### src/rtl/swp_pkg.sv
package swp_pkg;
  // Strobes from the control path to the flag table.
  typedef struct packed {
    logic setEn;     // set the entry addressed by the trap PC
    logic clearAll;  // empty the whole table this edge
  } swpStrobe_t;
endpackage

### src/rtl/swp_ctrl.sv
module swp_ctrl
  import swp_pkg::*;
#(
  parameter int CLEAR_PERIOD = 16384
) (
  input  logic       clk,
  input  logic       rstN,
  input  logic       trapValid,
  output swpStrobe_t strobe
);
  localparam int CNT_W = (CLEAR_PERIOD > 2) ? $clog2(CLEAR_PERIOD) : 1;
  localparam logic [CNT_W-1:0] LAST_CNT = CNT_W'(CLEAR_PERIOD - 1);

  logic [CNT_W-1:0] periodCnt;
  logic             wrapNow;

  assign wrapNow = (periodCnt == LAST_CNT);

  always_ff @(posedge clk or negedge rstN) begin
    if (!rstN)        periodCnt <= '0;
    else if (wrapNow) periodCnt <= '0;
    else              periodCnt <= periodCnt + CNT_W'(1);
  end

  // The periodic clear takes priority over a trap in the same cycle.
  always_comb begin
    strobe.clearAll = wrapNow;
    strobe.setEn    = trapValid & ~wrapNow;
  end

  // clears are spaced, never back to back.
  assert_clear_spacing_R6: assert property (@(posedge clk) disable iff (!rstN)
    strobe.clearAll |=> !strobe.clearAll);

  // the period counter never leaves its range.
  assert_count_range_R6: assert property (@(posedge clk) disable iff (!rstN)
    periodCnt <= LAST_CNT);
endmodule

### src/rtl/swp_table.sv
module swp_table
  import swp_pkg::*;
#(
  parameter int PC_W   = 32,
  parameter int IDX_LO = 2,
  parameter int IDX_W  = 10
) (
  input  logic            clk,
  input  logic            rstN,
  input  swpStrobe_t      strobe,
  input  logic [PC_W-1:0] trapPc,
  input  logic [PC_W-1:0] lookupPc,
  output logic            lookupWait,
  input  logic            issueWaitBit,
  input  logic            olderStorePending,
  output logic            issueHold
);
  localparam int ENTRIES = 1 << IDX_W;

  logic [ENTRIES-1:0] tableQ;
  logic [IDX_W-1:0]   trapIdx;
  logic [IDX_W-1:0]   lookupIdx;
  logic               unusedPcBits;

  assign trapIdx      = trapPc[IDX_LO +: IDX_W];
  assign lookupIdx    = lookupPc[IDX_LO +: IDX_W];
  assign unusedPcBits = ^{trapPc, lookupPc};

  for (genvar g = 0; g < ENTRIES; g++) begin : gEntry
    always_ff @(posedge clk or negedge rstN) begin
      if (!rstN)                                         tableQ[g] <= 1'b0;
      else if (strobe.clearAll)                          tableQ[g] <= 1'b0;
      else if (strobe.setEn && trapIdx == IDX_W'(g))     tableQ[g] <= 1'b1;
    end
  end

  assign lookupWait = tableQ[lookupIdx];
  assign issueHold  = issueWaitBit & olderStorePending;

  // a set lands in the addressed entry.
  assert_set_sticks_R2: assert property (@(posedge clk) disable iff (!rstN)
    strobe.setEn |=> tableQ[$past(trapIdx)]);

  // no strobe, no change.
  assert_idle_stable_R4: assert property (@(posedge clk) disable iff (!rstN)
    (!strobe.setEn && !strobe.clearAll) |=> $stable(tableQ));

  // a set flips at most one entry.
  assert_single_bit_R5: assert property (@(posedge clk) disable iff (!rstN)
    strobe.setEn |=> ($countones(tableQ ^ $past(tableQ)) <= 1));

  // a clear leaves nothing set, whatever else arrived with it.
  assert_clear_empties_R6: assert property (@(posedge clk) disable iff (!rstN)
    strobe.clearAll |=> (tableQ == '0));
endmodule

### src/rtl/store_wait_predictor.sv
module store_wait_predictor
  import swp_pkg::*;
#(
  parameter int PC_W         = 32,
  parameter int IDX_LO       = 2,
  parameter int IDX_W        = 10,
  parameter int CLEAR_PERIOD = 16384
) (
  input  logic            clk,
  input  logic            rstN,
  input  logic            trapValid,
  input  logic [PC_W-1:0] trapPc,
  input  logic [PC_W-1:0] lookupPc,
  output logic            lookupWait,
  input  logic            issueWaitBit,
  input  logic            olderStorePending,
  output logic            issueHold
);
  swpStrobe_t strobe;

  swp_ctrl #(.CLEAR_PERIOD(CLEAR_PERIOD)) u_ctrl (
    .clk       (clk),
    .rstN      (rstN),
    .trapValid (trapValid),
    .strobe    (strobe)
  );

  swp_table #(.PC_W(PC_W), .IDX_LO(IDX_LO), .IDX_W(IDX_W)) u_table (
    .clk               (clk),
    .rstN              (rstN),
    .strobe            (strobe),
    .trapPc            (trapPc),
    .lookupPc          (lookupPc),
    .lookupWait        (lookupWait),
    .issueWaitBit      (issueWaitBit),
    .olderStorePending (olderStorePending),
    .issueHold         (issueHold)
  );
endmodule

### config.mk
export PLATFORM = sky130hd
export DESIGN_NAME = store_wait_predictor
export DESIGN_NICKNAME = d
export VERILOG_FILES = /design/src/rtl/swp_pkg.sv /design/src/rtl/swp_ctrl.sv /design/src/rtl/swp_table.sv /design/src/rtl/store_wait_predictor.sv
export SDC_FILE = /design/constraint.sdc
export NUM_CORES = 2
export LEC_CHECK = 0
export CAP_MARGIN = 10
export CORE_MARGIN = 2
export CORE_UTILIZATION = 30
export DETAILED_ROUTE_END_ITERATION = 16
export PLACE_DENSITY_LB_ADDON = 0.05
export SLEW_MARGIN = 10
export SYNTH_ARGS = -nofsm -noshare
export SYNTH_HDL_FRONTEND = slang
export SYNTH_SLANG_ARGS = --single-unit
### constraint.sdc
create_clock -name clk -period 3.9 [get_ports clk]
set_clock_uncertainty 0.15 [all_clocks]
set_input_delay 0.585 -clock clk [delete_from_list [all_inputs] [get_ports clk]]
set_output_delay 0.585 -clock clk [all_outputs]
set_load 0.01 [all_outputs]
==> results.txt <==
Outcome - finished, violations left
Violations in the final reports - setup timing
Max IR drop VDD - 0.442 mV
Num CTS Buffers - 131
Crit-path leading delay family - compound AO/OA/AOI/OAI gates
FF-to-FF Start - u_ctrl.periodCnt[0]
Routed WL - 172000 microns
Clock tree sinks - 1038
Power density relative to cell area - 449 nW/um^2
TritonCTS clock tree - built
Share of post-route cells with drive strength above 1 - 19.9%
Initial Util - 30.1%
Least-Margin Pin Slew - 0.819 ns
Number of flip-flops and latches in the synthesized netlist - 1038
Die X-Extent - 397 microns
Number of cells on the critical path - 13
Layout-stage area growth over the synthesis result - 22.0%
Crit path from - lookupPc[2]
Slowest cell delay on critical path - 0.52 ns
Mean number of vias per cell - 5.25
GRT overflow - 0
Max stage delay cell, worst path - mux4_2
Clock-pin slew on the worst setup and hold paths - 0.05 ns
Dpl cells - 6524
Number of warning messages in the yosys log - 0
Core region area - 154000 sq um
Detailed-route wire length per cell - 25.5 microns
Setup repair after global routing missed its margin - yes
Share of the clock period used by the worst path after layout - 109%
Critical path fanouts, max - 12
Via total after detailed routing - 35.5k
Number of failing setup endpoints in the final timing report - 1
Share of async-settable or async-resettable flops after synthesis - 100%
Post-Syn Area per Cell - 10.6 sq um
Final standard cell area without fillers - 56500 sq um
Series of cell instances along the critical path - buf_16 -> buf_16 -> buf_4 -> buf_12 -> mux4_2 -> o22ai_2 -> nor3_2 -> buf_4 -> a2111o_1 -> a21boi_4 -> a221oi_4 -> o2111ai_4 -> buf_6
Number of global-route vias before repair - 36.2k
Cell area after synthesis - 46300 sq um
Site row count - 144
Mapped Nets - 4458
Sequential share of the synthesized area - 56.1%
Minimum clock period after layout - 4.25 ns
Arr. time, crit path - 3.51 ns
Global placer's final weighted congestion - 0.789
Final net count - 4703
Tot GR Track Use - 22.0%
Crit end category - primary output
Ports - 71
Leading cell types by count after synthesis - nor2_1 (1315), a21oi_1 (1049), dfrtp_1 (1038)
Largest net degree at the start of global routing - 132
EDFF count, synth - 0
Leakage component of the power - 26.9 nW
First-pass GRT wire length - 257000 microns
Cell count after synthesis - 4388
Setup slack at placement - -1.77 ns
First-pass iteration count of the detailed router - 7
Rel. slew slack - 44.0%
Count of nets left with antenna violations after detail routing - 0
Area share of the largest cell type after synthesis - 56.1%
Standard cell area after detailed placement - 51600 sq um
Root Buffer Master - clkbuf_16
R2R Setup Slk - 1.16 ns
Die area - 157000 sq um
Yosys cell types - 64
Drt drc - 0
Hold Worst Slack - 0.266 ns
Synth area leader - dfrtp_1
Depth of the worst register-to-register path - 7
Most numerous cell in the Yosys netlist - nor2_1
Source-to-sink clock delay at the later pin of the worst-skew pair - 0.77 ns
Number of buffers and inverters on the critical path - 6
Capture instance of the worst register-to-register path - u_table.tableQ[766]
Fin. Hold Viols - 0
HPWL after detailed placement - 112000 microns
CTS HTree Levels - 4
Final core utilization - 36.8%
Main flop type after synthesis - dfrtp_1
Class of the tightest hold or removal check - in -> async
Slew Viols, Final - 0
Final worst slack - -0.347 ns
Max-cap check violation count - 0
Count of placed standard cells in the final layout, fillers left out - 6766
Sort of element at the start of the critical path - input port
Violation count after the first detailed-route iteration - 2977
CP endpoint - lookupWait
Fmax - 235 MHz
Largest cells by area after synthesis - dfrtp_1 (56%), a21oi_1 (11%), nor2_1 (11%), mux4_2 (9.8%), clkbuf_1 (2.3%)
Required arrival time at the worst endpoint - 3.16 ns
Maximum count of clock buffers along a single path - 3
Die Ht - 397 microns
Initial antenna violation count - 7
WS Path Type - in -> out
IO Port Bufs - 26
## where the power goes
part / switching [W] / internal, W
registers: 0.000170 / 0.0111
clock network: 0.00488 / 0.00726
logic: 0.00123 / 0.000772
## registers in the layout (all words and copies together) (netlist names)
register and count:
u_ctrl.periodCnt 14, u_table.tableQ 1024
## worst min path at each step
stage	start	end	slack, ns	cells past startpoint
finish	rstN	u_ctrl.periodCnt[5]	0.27	2
global route	rstN	u_ctrl.periodCnt[3]	0.30	2
CTS	rstN	u_ctrl.periodCnt[5]	0.25	2
detailed placement	u_ctrl.periodCnt[0]	u_ctrl.periodCnt[0]	0.31	1
global placement	u_ctrl.periodCnt[0]	u_ctrl.periodCnt[0]	0.31	1
floorplan	rstN	u_ctrl.periodCnt[0]	0.14	0
## worst reg2reg max path: cells and delay by family (launching register included)
family | cells | cell delay, ns
flip-flops | 1 | 0.37
AND/OR/NAND/NOR | 4 | 1.18
adder cells (fa/ha/maj) | 1 | 0.21
buffers and inverters | 2 | 0.71
## timing repair
| action | 4_1_cts | 5_1_grt |
|---|---|---|
| pin swaps | 21 | 12 |
| endpoints found under the setup margin | 1 | 1 |
| hold buffers | 1 | 0 |
| resized for setup | 77 | 26 |
| endpoints found under the hold margin | 44 | 0 |
| setup buffers | 10 | 10 |
| gates cloned | 1 | 2 |
## area by class of cell
class / count / area, sq um
diodes: 1 / 2.50
clock buffers: 195 / 3920
clock inverters: 26 / 330
fillers: 15300 / 97200
inverters: 3 / 11.3
multi-input cells: 2991 / 19000
flip-flops and latches: 1038 / 26000
well taps: 2044 / 2560
repair buffers: 468 / 4710
## cell usage in the layout (no fill, tap or decap), types with 7 or more instances in the layout
cell / count
nor2_1: 1312
a21oi_1: 1048
dfrtp_1: 1038
buf_4: 355
mux4_2: 211
clkbuf_16: 137
buf_12: 79
mux2i_1: 73
nand2_1: 51
clkbuf_8: 32
mux4_1: 30
clkbuf_1: 28
o221ai_1: 21
nor2b_1: 18
clkdlybuf4s50_1: 18
nand3_1: 17
o21ai_0: 15
a22oi_1: 15
nand2_2: 14
o22ai_1: 12
nor3_1: 9
clkinv_2: 9
nand4_1: 8
nand2b_1: 8
nand3_2: 8
inv_6: 8
xnor2_1: 7
o211ai_1: 7
a211oi_1: 7
## layer usage
metal / global-route usage [%] / wire length (microns)
met5: 0 / 11
met4: 6.23 / 4050
met3: 3.57 / 8320
met2: 32.8 / 76900
met1: 32.9 / 83200
## per-stage QoR
step | TNS (ns) | power (W)
final | -0.347 | 0.0254
after global routing | -0.445 | 0.0263
after CTS | -0.418 | 0.0257
after detailed placement | -1.77 | 0.0134
after global placement | -1.78 | 0.0134
after floorplan | 0 | 0.0123
## kinds of logic after synthesis
family	after synthesis	synth area share, %
xor gates and xnor gates	11	0.208
muxes	326	14.0
DFF	1038	56.1
AOI/OAI and AO/OA	1178	13.5
buffers and inverters	359	3.82
and+or+nand+nor	1475	12.4
adders and majority gates	1	0.0270
No activity file was read; power rests on OpenSTA's default activity.
